$ cat src/rtl/pair_issue_pkg.sv
package pair_issue_pkg;

  typedef enum logic [1:0] {
    CLS_INT   = 2'b00,
    CLS_LOAD  = 2'b01,
    CLS_STORE = 2'b10
  } op_cls_e;

  function automatic logic cls_is_mem(input logic [1:0] cls);
    return (cls == CLS_LOAD) || (cls == CLS_STORE);
  endfunction

  function automatic logic cls_writes(input logic [1:0] cls);
    return (cls == CLS_LOAD) || (cls == CLS_INT);
  endfunction

endpackage

$ cat src/rtl/pair_hazard_cmp.sv
module pair_hazard_cmp
  import pair_issue_pkg::*;
#(
  parameter int REG_W = 5
) (
  input  logic [1:0]       s0_cls,
  input  logic [REG_W-1:0] s0_dst,
  input  logic [1:0]       s1_cls,
  input  logic [REG_W-1:0] s1_dst,
  input  logic [REG_W-1:0] s1_src_a,
  input  logic [REG_W-1:0] s1_src_b,
  output logic             class_ok,
  output logic             raw_hit,
  output logic             waw_hit
);

  logic s0_wr;
  logic s1_wr;

  always_comb begin
    s0_wr    = cls_writes(s0_cls) && (s0_dst != '0);
    s1_wr    = cls_writes(s1_cls) && (s1_dst != '0);
    class_ok = cls_is_mem(s0_cls) && (s1_cls == CLS_INT);
    raw_hit  = s0_wr && ((s0_dst == s1_src_a) || (s0_dst == s1_src_b));
    waw_hit  = s0_wr && s1_wr && (s0_dst == s1_dst);
  end

endmodule

$ cat src/rtl/load_shadow.sv
module load_shadow #(
  parameter int REG_W    = 5,
  parameter int LOAD_GAP = 1
) (
  input  logic             clk,
  input  logic             rst_n,
  input  logic             load_issued,
  input  logic [REG_W-1:0] load_dst,
  input  logic [REG_W-1:0] q0_src_a,
  input  logic [REG_W-1:0] q0_src_b,
  input  logic [REG_W-1:0] q1_src_a,
  input  logic [REG_W-1:0] q1_src_b,
  output logic             hit0,
  output logic             hit1
);

  logic [LOAD_GAP-1:0]            ent_vld_q, ent_vld_d;
  logic [LOAD_GAP-1:0][REG_W-1:0] ent_dst_q, ent_dst_d;
  logic [LOAD_GAP-1:0]            hit0_vec, hit1_vec;
  logic                           shift_en;

  // next state: newest load enters at index 0, entries age by one per cycle
  always_comb begin
    shift_en     = load_issued || (|ent_vld_q);
    ent_vld_d[0] = load_issued && (load_dst != '0);
    ent_dst_d[0] = load_dst;
    for (int i = 1; i < LOAD_GAP; i++) begin
      ent_vld_d[i] = ent_vld_q[i-1];
      ent_dst_d[i] = ent_dst_q[i-1];
    end
  end

  always_ff @(posedge clk or negedge rst_n) begin
    if (!rst_n) begin
      ent_vld_q <= '0;
      ent_dst_q <= '0;
    end else if (shift_en) begin
      ent_vld_q <= ent_vld_d;
      ent_dst_q <= ent_dst_d;
    end
  end

  for (genvar g = 0; g < LOAD_GAP; g++) begin : g_cmp
    assign hit0_vec[g] = ent_vld_q[g] &&
                         ((ent_dst_q[g] == q0_src_a) || (ent_dst_q[g] == q0_src_b));
    assign hit1_vec[g] = ent_vld_q[g] &&
                         ((ent_dst_q[g] == q1_src_a) || (ent_dst_q[g] == q1_src_b));
  end

  assign hit0 = |hit0_vec;
  assign hit1 = |hit1_vec;

endmodule

$ cat src/rtl/pair_issue_top.sv
module pair_issue_top
  import pair_issue_pkg::*;
#(
  parameter int REG_W    = 5,
  parameter int LOAD_GAP = 1
) (
  input  logic             clk,
  input  logic             rst_n,
  input  logic             stall,
  input  logic             s0_valid,
  input  logic [1:0]       s0_cls,
  input  logic [REG_W-1:0] s0_dst,
  input  logic [REG_W-1:0] s0_src_a,
  input  logic [REG_W-1:0] s0_src_b,
  input  logic             s1_valid,
  input  logic [1:0]       s1_cls,
  input  logic [REG_W-1:0] s1_dst,
  input  logic [REG_W-1:0] s1_src_a,
  input  logic [REG_W-1:0] s1_src_b,
  output logic             issue0,
  output logic             issue1,
  output logic [1:0]       pop_count
);

  logic class_ok, raw_hit, waw_hit;
  logic shadow0, shadow1;
  logic pair_ok;

  pair_hazard_cmp #(.REG_W(REG_W)) u_cmp (
    .s0_cls   (s0_cls),
    .s0_dst   (s0_dst),
    .s1_cls   (s1_cls),
    .s1_dst   (s1_dst),
    .s1_src_a (s1_src_a),
    .s1_src_b (s1_src_b),
    .class_ok (class_ok),
    .raw_hit  (raw_hit),
    .waw_hit  (waw_hit)
  );

  load_shadow #(.REG_W(REG_W), .LOAD_GAP(LOAD_GAP)) u_shadow (
    .clk         (clk),
    .rst_n       (rst_n),
    .load_issued (issue0 && (s0_cls == CLS_LOAD)),
    .load_dst    (s0_dst),
    .q0_src_a    (s0_src_a),
    .q0_src_b    (s0_src_b),
    .q1_src_a    (s1_src_a),
    .q1_src_b    (s1_src_b),
    .hit0        (shadow0),
    .hit1        (shadow1)
  );

  always_comb begin
    issue0    = !stall && s0_valid && !shadow0;
    pair_ok   = s1_valid && class_ok && !raw_hit && !waw_hit && !shadow1;
    issue1    = issue0 && pair_ok;
    pop_count = {1'b0, issue0} + {1'b0, issue1};
  end

endmodule

$ cat config.mk
export PLATFORM = sky130hd
export DESIGN_NAME = pair_issue_top
export DESIGN_NICKNAME = d
export VERILOG_FILES = /design/src/rtl/pair_issue_pkg.sv /design/src/rtl/pair_hazard_cmp.sv /design/src/rtl/load_shadow.sv /design/src/rtl/pair_issue_top.sv
export SDC_FILE = /design/constraint.sdc
export NUM_CORES = 1
export LEC_CHECK = 0
export ABC_CLOCK_PERIOD_IN_PS = 3100
export BUFFER_PORTS_ARGS = -buffer_cell sky130_fd_sc_hd__clkbuf_2
export CAP_MARGIN = 20
export CORE_UTILIZATION = 46
export DETAILED_ROUTE_END_ITERATION = 10
export GPL_TIMING_DRIVEN = 0
export HOLD_SLACK_MARGIN = 0.03
export PLACE_DENSITY = 0.81
export SYNTH_ARGS = -nofsm -noshare
export SYNTH_HDL_FRONTEND = slang
export SYNTH_SLANG_ARGS = --single-unit
$ cat constraint.sdc
create_clock -name clk -period 3.1 [get_ports clk]
set_input_delay 0.62 -clock clk [delete_from_list [all_inputs] [get_ports clk]]
set_output_delay 0.62 -clock clk [all_outputs]
set_load 0.01 [all_outputs]
; ---- Yosys cells after proc, flatten, opt, wreduce, memory -nomap -nowiden
; Cells that the tools add are included.
[word_totals]
word_cells = 46
ff_bits = 6
[op_classes]
eq_ne = 10
addsub = 1
reduce_logical = 33
[op_table]
columns = op, count
row1 = $eq 5x5->1, 7
row2 = $logic_and 1x1->1, 17
row3 = $reduce_bool 5->1, 2
row4 = $logic_or 1x1->1, 7
row5 = $logic_not 1->1, 5
row6 = $eq 2x1->1 const B, 2
row7 = $logic_not 2->1, 2
row8 = $add 1x1->2, 1
row9 = $eq 2x2->1 const B, 1

; ---- Depth between registers and ports, before layout
; Gate-level depths: netlist of the first run.
[depth]
depth_word = 10
mapped_depth = 7
depth_no_buf = 5

; ---- Hierarchy
; From an unflattened synthesis of the first run, not the netlist that was laid out.
[unflattened]
hier_cells = 90
area_unflattened_um2 = 784.5
[modules_own_cells]
columns = mod, cells_each, seq_area_each_um2, area_per_inst_um2, n_inst
row1 = load_shadow, 49, 150.1, 480.5, 1
row2 = pair_hazard_cmp, 33, 0.0, 244.0, 1
row3 = pair_issue_top, 8, 0.0, 60.1, 1

; ---- Worst setup path before layout of the first run
; Ideal clock, no wire load.
[synth_path]
kind = input to output
startpoint = input s1_dst[1]
endpoint = output pop_count[1]
slack_ns = 0.660
arrival_ns = 1.820
cell_stages = 6
t_required_ns = 2.480
cell_sequence = or4_1 a21oi_1 nor4_1 o221ai_2 and3_1 buf_4
[synth_via]
elab_chain_cells = 9
elab_cells_between_ends = 10
[synth_lines]
columns = element, line_no
row1 = "start, declared", pair_issue_top.sv:17  ; input logic [REG_W-1:0] s1_dst,
row2 = $reduce_bool 5->1, pair_hazard_cmp.sv:22  ; s1_wr = cls_writes(s1_cls) && (s1_dst != '0);
row3 = $logic_and 1x1->1, pair_hazard_cmp.sv:22
row4 = $logic_and 1x1->1, pair_hazard_cmp.sv:25  ; waw_hit = s0_wr && s1_wr && (s0_dst == s1_dst);
row5 = $logic_and 1x1->1 *, pair_hazard_cmp.sv:25
row6 = $logic_not 1->1 *, pair_issue_top.sv:56  ; pair_ok = s1_valid && class_ok && !raw_hit && !waw_hit && !shadow1;
row7 = $logic_and 1x1->1 * (2 in a row), pair_issue_top.sv:56
row8 = $logic_and 1x1->1 *, pair_issue_top.sv:57  ; issue1 = issue0 && pair_ok;
row9 = named net issue1, pair_issue_top.sv:21  ; output logic issue1,
row10 = $add 1x1->2 *, pair_issue_top.sv:58  ; pop_count = {1'b0, issue0} + {1'b0, issue1};
row11 = "end, declared", pair_issue_top.sv:22  ; output logic [1:0] pop_count
; Mark *: on every way through the listed nets, which the timed path passes. The rest lies on a longest branch.

; ---- Worst setup path in the final report of the first run
[layout_path]
startpoint = input s1_dst[1]
endpoint = output pop_count[1]
[layout_via]
elab_chain_cells = 9
elab_cells_between_ends = 10
[layout_lines]
columns = element, line_no
row1 = $reduce_bool 5->1, pair_hazard_cmp.sv:22
row2 = $logic_and 1x1->1, pair_hazard_cmp.sv:22
row3 = $logic_and 1x1->1, pair_hazard_cmp.sv:25
row4 = $logic_and 1x1->1 *, pair_hazard_cmp.sv:25
row5 = $logic_not 1->1 *, pair_issue_top.sv:56
row6 = $logic_and 1x1->1 * (2 in a row), pair_issue_top.sv:56
row7 = $logic_and 1x1->1 *, pair_issue_top.sv:57
row8 = $add 1x1->2 *, pair_issue_top.sv:58
; Mark *: on every way between the ends. The rest lies on a longest branch, timed or not.

==> results.py, run 1 <==
metrics = {
    "clock_tree": {
        "clockRootBuffer": "clkbuf_4",
        "cts_inserted_buffers": 3,
        "clkLatencyLatePin_ns": 0.24,
        "path_clk_slew_ns": 0.04,
        "tritoncts": "yes",
        "holdBufCountCts": 0,
        "cts_buffer_depth": 2,
        "clkSinkCount": 6,
        "post_cts_buffers": 0,
        "cts_resized": 0,
        "cts_max_level": 1,
    },
    "critical_path": {
        "cp_top_family": "simple AND/OR/NAND/NOR gates",
        "crit_slowest_cell": "or4_1",
        "r2r_slack_ns": 1.60,
        "crit_required_ns": 2.48,
        "critPathKind": "primary input to primary output",
        "cp_common_cell": "clkbuf_2",
        "crit_path_start_kind": "primary input",
        "cp_cell_sequence": "clkbuf_2, or4_1, a21oi_1, nor4_1, o221ai_2, and3_1, buf_4, clkbuf_2",
        "arrival_ns": 1.99,
        "cp_num_buf_inv": 3,
        "cp-end-kind": "primary output",
        "cpPeakStageDelay_ns": 0.51,
        "critical_path_peak_fanout": 2,
    },
    "drt": {
        "final_antenna_net_count": 0,
        "drtPass1Iterations": 3,
        "routedWlPerCell_um": 12.73,
        "drt_wl_total_um": 1871,
        "vias": 750,
        "drtIter0Drc": 9,
        "drc": 0,
        "via_per_inst": 5.102,
    },
    "power": {
        "p_total_mw": 0.3720,
        "power_leakage_nw": 0.4637,
        "powerDensity_nw_per_um2": 374.5,
        "irDropWorstVdd_mv": 0.2904,
    },
    "placement": {
        "gp_congestion": 0.7902,
        "hpwl_um": 1656,
        "portBuffers": 39,
    },
    "timing": {
        "skew_ns": 0.0005870,
        "worstMarginPinSlew_ns": 0.5202,
        "period_share_pct": 84.22,
        "grt_setup_unrepaired": "false",
        "max_slew_margin_pct": 65.16,
        "setup_viol": 0,
        "fin_crit_ns": 2.611,
        "max_freq_ghz": 0.3830,
        "tns_ns": 0,
        "timing.final.max_slew_violations": 0,
        "holdWs_ns": 0.1968,
        "hold_violations": 0,
    },
    "global_routing": {
        "grt_pass1_vias": 792,
        "track_usage_pct": 23.57,
        "grt_pass1_wl_um": 3160,
        "grt-ovfl-total": 0,
        "antenna_found_initial": 0,
        "grt_start_max_net_pins": 7,
    },
    "floorplanning": {
        "dieArea_um2": 1809,
        "die_x_um": 42.53,
        "die_height_um": 42.53,
        "placementRows": 14,
        "initial_core_util_pct": 49.59,
        "io_pins": 43,
        "core_um2": 1524,
    },
    "yosys": {
        "ys_warn_count": 0,
        "synth.net_count": 130,
        "syn_inst": 89,
        "synth-seq-cells": 6,
        "netlist_area_um2": 755.7,
        "postSynthAreaPerCell_um2": 8.491,
        "ys_types": 24,
        "ys_seq_area_share_pct": 19.87,
    },
    "cells_and_area": {
        "final_cell_mix": "clkbuf_2 (41), xnor2_1 (29), dfrtp_1 (6)",
        "final_common_cell": "clkbuf_2",
        "syn_to_final_growth_pct": 31.46,
        "ff_latch_area_um2": 150.1,
        "drive_above_1_share_pct": 41.22,
        "fillers": 138,
        "multi_input_area_um2": 550.5,
        "n_antenna_cell": 0,
        "nets": 174,
    },
    "min_path": {
        "hold_path.class": "primary input to asynchronous set/reset pin",
    },
    "run": {
        "drv_cap": 0,
    },
    "run_status": {
        "outcome": "complete, no violations",
    },
}
## kinds of logic (layout without fill, tap and decap cells)
logic type / after synthesis / count (layout) / synth area share, %
buf+inv: 12 / 54 / 7.284
mux: 5 / 5 / 7.450
fa+ha+maj: 2 / 2 / 3.311
xor+xnor: 34 / 34 / 39.40
flops: 6 / 6 / 19.87
compound gates: 9 / 9 / 8.278
simple gates: 21 / 21 / 14.40
## stage by stage
step | util [%] | std cells | area, µm² | worst slack (ns)
3_5_place_dp | 63.71 | 144 | 970.9 | 0.4779
6_report | 65.19 | 147 | 993.5 | 0.4892
4_1_cts | 65.19 | 147 | 993.5 | 0.4797
2_1_floorplan | - | 89 | 755.7 | 0.6597
3_3_place_gp | 63.71 | 144 | 970.9 | 0.4817
5_1_grt | 65.19 | 147 | 993.5 | 0.3899
## per-layer routing
metal  wire (µm)  GRT usage (%)
met3          33          3.448
met1         759          26.27
met5           0              0
met4          51          16.88
met2        1027          40.31
## state kept, by name, summed over array words and instances (netlist names)
signal	flops
u_shadow.ent_vld_q	1
u_shadow.ent_dst_q	5
## power breakdown
part / switching (mW) / internal, mW
logic: 0.102 / 0.105
registers: 0.00340 / 0.0940
clock network: 0.0236 / 0.0435
total: 0.129 / 0.243
## cell usage after synthesis, drive strengths merged
library cell / instances / area, µm²
a21boi: 1 / 7.510
a21oi: 3 / 15.01
a31oi: 1 / 6.260
and2: 1 / 6.260
and3: 2 / 12.51
buf: 4 / 22.52
clkbuf: 5 / 21.27
dfrtp: 6 / 150.1
ha: 2 / 25.02
inv: 3 / 11.26
mux2: 5 / 56.30
nand2: 4 / 15.01
nand3: 4 / 20.02
nand4: 4 / 25.02
nor2: 3 / 11.26
nor3: 1 / 5.000
nor4: 1 / 6.260
o221ai: 1 / 15.01
o22ai: 3 / 18.77
or4: 1 / 7.510
xnor2: 29 / 254.0
xor2: 5 / 43.79
## final timing paths
check	end	cells past startpoint	from
max reg2reg	u_shadow.ent_vld_q$_DFFE_PN0P_	6	u_shadow.ent_dst_q[4]$_DFFE_PN0P_
min reg2reg	u_shadow.ent_dst_q[1]$_DFFE_PN0P_	2	u_shadow.ent_dst_q[1]$_DFFE_PN0P_
max in group asynchronous	u_shadow.ent_dst_q[1]$_DFFE_PN0P_	1	rst_n
min	u_shadow.ent_dst_q[2]$_DFFE_PN0P_	1	rst_n
min in group clk	u_shadow.ent_dst_q[1]$_DFFE_PN0P_	2	u_shadow.ent_dst_q[1]$_DFFE_PN0P_
max	pop_count[1]	8	s1_dst[1]
## cell type report
cell class | count | share of cell area [%]
Multi-Input combinational cell | 71 | 55.42
Timing Repair Buffer | 39 | 19.65
Sequential cell | 6 | 15.11
Buffer | 9 | 4.408
Clock buffer | 3 | 2.267
Tap cell | 16 | 2.015
Inverter | 3 | 1.134
No activity file was read; power rests on OpenSTA's default activity.
==> run 2: changes to the inputs <==
--- a/config.mk
+++ b/config.mk
@@ -5,14 +5,15 @@
 export SDC_FILE = /design/constraint.sdc
 export NUM_CORES = 1
 export LEC_CHECK = 0
-export ABC_CLOCK_PERIOD_IN_PS = 3100
+export ABC_AREA = 1
+export ABC_CLOCK_PERIOD_IN_PS = 2710
 export BUFFER_PORTS_ARGS = -buffer_cell sky130_fd_sc_hd__clkbuf_2
 export CAP_MARGIN = 20
-export CORE_UTILIZATION = 46
+export CORE_UTILIZATION = 47
 export DETAILED_ROUTE_END_ITERATION = 10
 export GPL_TIMING_DRIVEN = 0
 export HOLD_SLACK_MARGIN = 0.03
-export PLACE_DENSITY = 0.81
+export PLACE_DENSITY = 0.78
 export SYNTH_ARGS = -nofsm -noshare
 export SYNTH_HDL_FRONTEND = slang
 export SYNTH_SLANG_ARGS = --single-unit
==> constraint.sdc (replaced) <==
create_clock -name clk -period 2.71 [get_ports clk]
set_input_delay 0.542 -clock clk [delete_from_list [all_inputs] [get_ports clk]]
set_output_delay 0.542 -clock clk [all_outputs]
set_load 0.01 [all_outputs]
==> run 2 against run 1 <==
Against the previous run:
- final cell count up 64%
- critical path depth up 3
- worst hold slack worse by 0.079 ns
- die area up 21%
- flip-flop and latch count unchanged
- utilization up 1.8 points
- sequential share of layout area down 2.7 points
- clock power up 18%
- largest cell class unchanged
==> results.py, run 2 <==
metrics = {
    "run_status": {
        "outcome": "complete, no violations",
    },
    "yosys": {
        "ys_types": 20,
        "synth_area_leader_cell": "nand2_1",
        "ys_seq_area_share_pct": 15.92,
        "postSynthAreaPerCell_um2": 5.517,
        "synth.net_count": 212,
        "ys_warn_count": 0,
        "syn_inst": 171,
        "synth-seq-cells": 6,
        "synth_common_cells": "nand2_1 (63), inv_1 (27), nor2_1 (18)",
        "netlist_area_um2": 943.4,
        "synth_top_area_share_pct": 25.07,
        "synth_most_common_cell": "nand2_1",
        "synth_area_leaders": "nand2_1 (25%), dfrtp_1 (16%), inv_1 (11%)",
        "async_flop_share_pct": 100.0,
        "synth-main-ff-cell": "dfrtp_1",
        "synth_edf_count": 0,
    },
    "drt": {
        "drtPass1Iterations": 4,
        "wl_met2_um": 1167,
        "final_antenna_net_count": 0,
        "drt_wl_total_um": 2346,
        "drtIter0Drc": 18,
        "drc": 0,
        "topRoutingLayerUsed": "met3",
        "via_per_inst": 4.714,
        "routedWlPerCell_um": 9.734,
        "dr_wl_met3_um": 85,
        "wl_met1_um": 1093,
        "vias": 1136,
    },
    "cells_and_area": {
        "final_cell_mix": "nand2_1 (63), clkbuf_2 (42), inv_1 (27)",
        "fin_util_pct": 67.01,
        "nets": 259,
        "largest_reg_flops": 5,
        "multi_input_area_um2": 624.3,
        "largestRegisters": "u_shadow.ent_dst_q x5, u_shadow.ent_vld_q x1",
        "n_antenna_cell": 0,
        "drive_above_1_share_pct": 29.63,
        "fillers": 176,
        "syn_to_final_growth_pct": 27.98,
        "finalNonFillerCells": 241,
        "final_common_cell": "nand2_1",
        "top_register": "u_shadow.ent_dst_q",
        "ff_latch_area_um2": 150.1,
    },
    "floorplanning": {
        "core_um2": 1802,
        "dieArea_um2": 2190,
        "initial_core_util_pct": 52.36,
        "die_height_um": 46.80,
        "io_pins": 43,
        "die_x_um": 46.80,
        "placementRows": 15,
    },
    "power": {
        "powerDensity_nw_per_um2": 356.8,
        "power_frac_clock_pct": 18.4,
        "p_comb_share_pct": 53.5,
        "p_total_mw": 0.4308,
        "internal_power_mw": 0.2596,
        "p_sw_mw": 0.1712,
        "power_leakage_nw": 0.7683,
        "seq_power_share_pct": 28.1,
        "irDropWorstVdd_mv": 0.1660,
        "swShare_pct": 39.74,
    },
    "run": {
        "drv_cap": 0,
    },
    "timing": {
        "setup_viol": 0,
        "grt_setup_unrepaired": "false",
        "worstMarginPinSlew_ns": 0.4285,
        "max_freq_ghz": 0.4439,
        "skew_ns": 0.003267,
        "tns_ns": 0,
        "hold_violations": 0,
        "timing.final.max_slew_violations": 0,
        "fin_crit_ns": 2.253,
        "period_share_pct": 83.14,
        "max_slew_margin_pct": 71.34,
    },
    "clock_tree": {
        "holdBufCountCts": 0,
        "clkLatencyLatePin_ns": 0.24,
        "path_clk_slew_ns": 0.04,
        "clockRootBuffer": "clkbuf_4",
        "post_cts_buffers": 0,
        "cts_buffer_depth": 2,
        "tritoncts": "yes",
        "cts_inserted_buffers": 3,
        "clkSinkCount": 6,
        "cts_resized": 0,
        "cts_max_level": 1,
    },
    "placement": {
        "gp_congestion": 0.8767,
        "hpwl_um": 2047,
        "place_inst": 238,
        "portBuffers": 42,
    },
    "critical_path": {
        "critical_path_peak_fanout": 5,
        "crit_required_ns": 2.17,
        "crit_path_start_kind": "flip-flop",
        "cpPeakStageDelay_ns": 0.46,
        "arrival_ns": 1.71,
        "cp_common_cell": "nand2_1",
        "cp_cell_sequence": "inv_2, nand2_1, nand2_1, nor2_1, nand3_1, nand2_1, a21oi_2, nand2_1, nor2_2, buf_4, clkbuf_2",
        "critPathKind": "flip-flop to primary output",
        "cp-end-kind": "primary output",
        "crit_slowest_cell": "dfrtp_1",
    },
    "global_routing": {
        "grt_pass1_wl_um": 3870,
        "antenna_found_initial": 0,
        "grt-ovfl-total": 0,
        "grt_start_max_net_pins": 11,
        "grt_pass1_vias": 1015,
        "track_usage_pct": 23.97,
    },
    "min_path": {
        "hold_path.class": "primary input to asynchronous set/reset pin",
    },
}
-- run 2: cell count changes after synthesis, sizes merged, moves of 5 or more --
| cell | previous run | this run |
|---|---|---|
| xnor2 | 29 | 11 |
| o21ai | 0 | 11 |
| nand2 | 4 | 65 |
| nor2 | 3 | 20 |
| mux2 | 5 | 0 |
| clkbuf | 5 | 0 |
| inv | 3 | 34 |
-- run 2: power by group through the flow --
stage | clock network [mW] | registers, mW | logic [mW]
final | 0.0791 | 0.121 | 0.231
after global routing | 0.0884 | 0.122 | 0.263
after CTS | 0.0828 | 0.121 | 0.232
after detailed placement | 0 | 0.122 | 0.231
after global placement | 0 | 0.122 | 0.223
after floorplan | 0 | 0.118 | 0.160
-- run 2: path summary, 6_finish.rpt --
check | startpoint | end | slack [ns] | depth (start not counted)
hold / removal | rst_n | u_shadow.ent_dst_q[2]$_DFFE_PN0P_ | 0.12 | 1
max in group asynchronous | rst_n | u_shadow.ent_vld_q$_DFFE_PN0P_ | 2.45 | 1
hold reg to reg | u_shadow.ent_dst_q[0]$_DFFE_PN0P_ | u_shadow.ent_dst_q[0]$_DFFE_PN0P_ | 0.59 | 3
setup reg to reg | u_shadow.ent_dst_q[3]$_DFFE_PN0P_ | u_shadow.ent_vld_q$_DFFE_PN0P_ | 1.46 | 9
setup / recovery | u_shadow.ent_dst_q[3]$_DFFE_PN0P_ | pop_count[1] | 0.46 | 11
min in group clk | u_shadow.ent_dst_q[0]$_DFFE_PN0P_ | u_shadow.ent_dst_q[0]$_DFFE_PN0P_ | 0.59 | 3
-- run 2: area by class of cell --
type	instances	area share, %
Tap cell	25	2.591
Sequential cell	6	12.44
Clock buffer	3	1.865
Inverter	35	10.88
Buffer	4	3.109
Multi-Input combinational cell	126	51.71
Timing Repair Buffer	42	17.41
-- run 2: worst max-delay path: cells and delay by family (launching register included) --
kind / cells / cell delay [ns]
simple gates: 7 / 0.49
flops: 1 / 0.46
buf+inv: 3 / 0.35
compound gates: 1 / 0.17
-- run 2: per-stage QoR --
step	hold slack, ns	instance area (µm²)	setup slack [ns]
final	0.1174	1207	0.4570
after global routing	0.1201	1207	0.3147
after CTS	0.1149	1207	0.4550
after detailed placement	0.3714	1185	0.5049
after global placement	0.3683	1185	0.5163
after floorplan	0.2464	943.4	0.7568
-- run 2: kinds of logic after synthesis --
kind of cell               after synthesis  share of synthesized area (%)
AOI/OAI and AO/OA                       14                          9.018
xor gates and xnor gates                13                          12.07
adders and majority gates                2                          2.652
buffers and inverters                   39                          17.90
DFF                                      6                          15.91
and+or+nand+nor                         97                          42.44
-- run 2: layer usage --
metal,track usage (%),up-vias
met2,46.11,35
li1,-,603
met1,28.94,498
met4,3.429,0
met3,2.692,0
met5,0,-
==> run 3: changes to the inputs <==
--- a/config.mk
+++ b/config.mk
@@ -6,14 +6,14 @@
 export NUM_CORES = 1
 export LEC_CHECK = 0
 export ABC_AREA = 1
-export ABC_CLOCK_PERIOD_IN_PS = 2710
+export ABC_CLOCK_PERIOD_IN_PS = 1800
 export BUFFER_PORTS_ARGS = -buffer_cell sky130_fd_sc_hd__clkbuf_2
 export CAP_MARGIN = 20
-export CORE_UTILIZATION = 47
+export CORE_UTILIZATION = 42
 export DETAILED_ROUTE_END_ITERATION = 10
 export GPL_TIMING_DRIVEN = 0
 export HOLD_SLACK_MARGIN = 0.03
-export PLACE_DENSITY = 0.78
+export PLACE_DENSITY = 0.74
 export SYNTH_ARGS = -nofsm -noshare
 export SYNTH_HDL_FRONTEND = slang
 export SYNTH_SLANG_ARGS = --single-unit
==> constraint.sdc (replaced) <==
create_clock -name clk -period 1.8 [get_ports clk]
set_input_delay 0.36 -clock clk [delete_from_list [all_inputs] [get_ports clk]]
set_output_delay 0.36 -clock clk [all_outputs]
set_load 0.01 [all_outputs]
==> run 3 against run 2 <==
Against the previous run:
- the flow now finishes with violations (negative setup slack)
- largest power group unchanged
- combinational power is 69% higher
- register-to-register slack lost 0.90 ns
- die area grew 11%
- global-route usage is 2.1 points lower
- worst hold slack better by 0.29 ns
- highest routed layer is now met4
- utilization is 4.1 points lower
==> results.py, run 3 (synthesis results as in run 2) <==
metrics = {
    "timing": {
        "worst_slack_ns": -0.1983,
        "skew_ns": 0.0008315,
        "setup_viol": 4,
        "tns_ns": -0.5817,
        "max_slew_margin_pct": 73.43,
        "hold_violations": 0,
        "timing.final.max_slew_violations": 0,
        "grt_setup_unrepaired": "true",
        "max_freq_ghz": 0.5004,
        "worstMarginPinSlew_ns": 0.3973,
        "holdWs_ns": 0.4105,
        "period_share_pct": 111.0,
        "fin_crit_ns": 1.998,
    },
    "clock_tree": {
        "clkSinkCount": 6,
        "cts_max_level": 1,
        "clockRootBuffer": "clkbuf_4",
        "clkLatencyLatePin_ns": 0.25,
        "cts_inserted_buffers": 3,
        "cts_buffer_depth": 2,
        "path_clk_slew_ns": 0.05,
        "tritoncts": "yes",
    },
    "drt": {
        "final_antenna_net_count": 0,
        "vias": 1156,
        "drtPass1Iterations": 4,
        "drc": 0,
        "drtIter0Drc": 15,
        "drt_wl_total_um": 2432,
        "routedWlPerCell_um": 9.846,
        "via_per_inst": 4.680,
    },
    "run_status": {
        "violations": "negative setup slack",
        "outcome": "finished, violations left",
    },
    "critical_path": {
        "worstRegToRegCells": 7,
        "cp_cell_sequence": "buf_4, xnor2_2, nand4_1, nand2_1, nand2_2, nand2_2, nor2_2, buf_4, buf_6",
        "arrival_ns": 1.64,
        "crit_slowest_cell": "dfrtp_2",
        "crit_required_ns": 1.44,
        "r2r_end": "u_shadow.ent_vld_q$_DFFE_PN0P_",
        "r2r_start": "u_shadow.ent_dst_q[3]$_DFFE_PN0P_",
        "critPathKind": "flip-flop to primary output",
        "cp_num_buf_inv": 3,
        "cp_top_family": "flip-flops",
        "cpPeakStageDelay_ns": 0.45,
        "cp-end-kind": "primary output",
        "crit_path_start_kind": "flip-flop",
        "critical_path_peak_fanout": 5,
        "r2r_slack_ns": 0.56,
    },
    "cells_and_area": {
        "largest_reg_flops": 5,
        "drive_above_1_share_pct": 35.91,
        "final_cell_mix": "nand2_1 (57), clkbuf_2 (40), inv_1 (26)",
        "fillers": 200,
        "syn_to_final_growth_pct": 36.07,
        "final_common_cell": "nand2_1",
        "n_antenna_cell": 0,
        "nets": 263,
        "top_register": "u_shadow.ent_dst_q",
        "largestRegisters": "u_shadow.ent_dst_q x5, u_shadow.ent_vld_q x1",
    },
    "floorplanning": {
        "placementRows": 16,
        "initial_core_util_pct": 46.20,
        "dieArea_um2": 2440,
        "die_height_um": 49.40,
        "io_pins": 43,
        "die_x_um": 49.40,
        "core_um2": 2042,
    },
    "placement": {
        "portBuffers": 42,
        "gp_congestion": 0.9129,
        "hpwl_um": 2025,
    },
    "global_routing": {
        "grt_pass1_vias": 1037,
        "track_usage_pct": 21.84,
        "grt-ovfl-total": 0,
        "grt_pass1_wl_um": 4133,
        "grt_start_max_net_pins": 11,
        "antenna_found_initial": 0,
    },
    "min_path": {
        "min-delay-start": "stall",
        "hold_path.class": "primary input to flip-flop",
        "hold_end": "u_shadow.ent_vld_q$_DFFE_PN0P_",
        "hold_depth": 4,
    },
    "power": {
        "powerDensity_nw_per_um2": 548.1,
        "power_leakage_nw": 0.7939,
        "irDropWorstVdd_mv": 0.3362,
    },
    "run": {
        "drv_cap": 0,
    },
}
[run 3: cell count changes in the layout (fill, tap and decap cells not counted), sizes merged]
cell         before  now
buf               4    9
clkbuf           45   43
dlygate4sd3       0    1
[run 3: metrics by stage]
step / setup slack (ns) / utilization (%) / instances / area (µm²) / power (mW)
6_report: -0.1983 / 62.87 / 247 / 1284 / 0.7037
5_1_grt: -0.3056 / 62.87 / 247 / 1284 / 0.7609
4_1_cts: -0.2242 / 61.89 / 247 / 1264 / 0.6898
3_5_place_dp: -0.04264 / 58.15 / 240 / 1187 / 0.5328
3_3_place_gp: -0.03660 / 58.15 / 240 / 1187 / 0.5189
2_1_floorplan: 0.1646 / - / 171 / 943.4 / 0.4184
[run 3: cell type report]
cell class / instances / area [µm²] / area share (%)
Buffer: 4 / 37.54 / 2.924
Clock buffer: 3 / 22.52 / 1.754
Inverter: 35 / 136.4 / 10.62
Multi-Input combinational cell: 126 / 651.9 / 50.78
Sequential cell: 6 / 152.6 / 11.89
Tap cell: 27 / 33.78 / 2.632
Timing Repair Buffer: 46 / 249.0 / 19.40
[run 3: what timing repair did]
item	in CTS	in global routing
hold buffers	1	0
setup buffers	3	0
hold endpoints to repair	6	0
resized for setup	8	10
endpoints found under the setup margin	4	4
pin swaps	5	9
[run 3: how the worst max path moves through the flow]
| stage | start | endpoint | slack [ns] | cells past startpoint |
|---|---|---|---|---|
| final | u_shadow.ent_dst_q[3]$_DFFE_PN0P_ | pop_count[1] | -0.20 | 9 |
| after global routing | u_shadow.ent_dst_q[0]$_DFFE_PN0P_ | pop_count[1] | -0.31 | 12 |
| after CTS | u_shadow.ent_dst_q[0]$_DFFE_PN0P_ | pop_count[1] | -0.22 | 12 |
| after detailed placement | s0_dst[3] | pop_count[1] | -0.04 | 14 |
| after global placement | s0_dst[3] | pop_count[1] | -0.04 | 14 |
| after floorplan | u_shadow.ent_dst_q[0]$_DFFE_PN0P_ | pop_count[1] | 0.16 | 11 |
[run 3: worst register-to-register path, delay by kind of cell, from the launching register on]
family,cells,cell delay (ns)
flops,1,0.45
buf+inv,1,0.16
simple gates,5,0.37
xor+xnor,1,0.14
[run 3: metal layers]
metal  wire, µm  GRT usage [%]  part of all wire (%)  vias to the layer above
li1           -              -                     -                      611
met3        122          3.738                   5.0                        4
met2       1210          40.87                    50                       38
met1       1087          25.00                    45                      503
met5          0              0                     0                        -
met4         12          6.190                  0.49                        0
[run 3: where the power goes]
group | internal [mW] | switching, mW
combinational | 0.181 | 0.209
sequential | 0.160 | 0.0248
clock | 0.0757 | 0.0533
total | 0.417 | 0.287
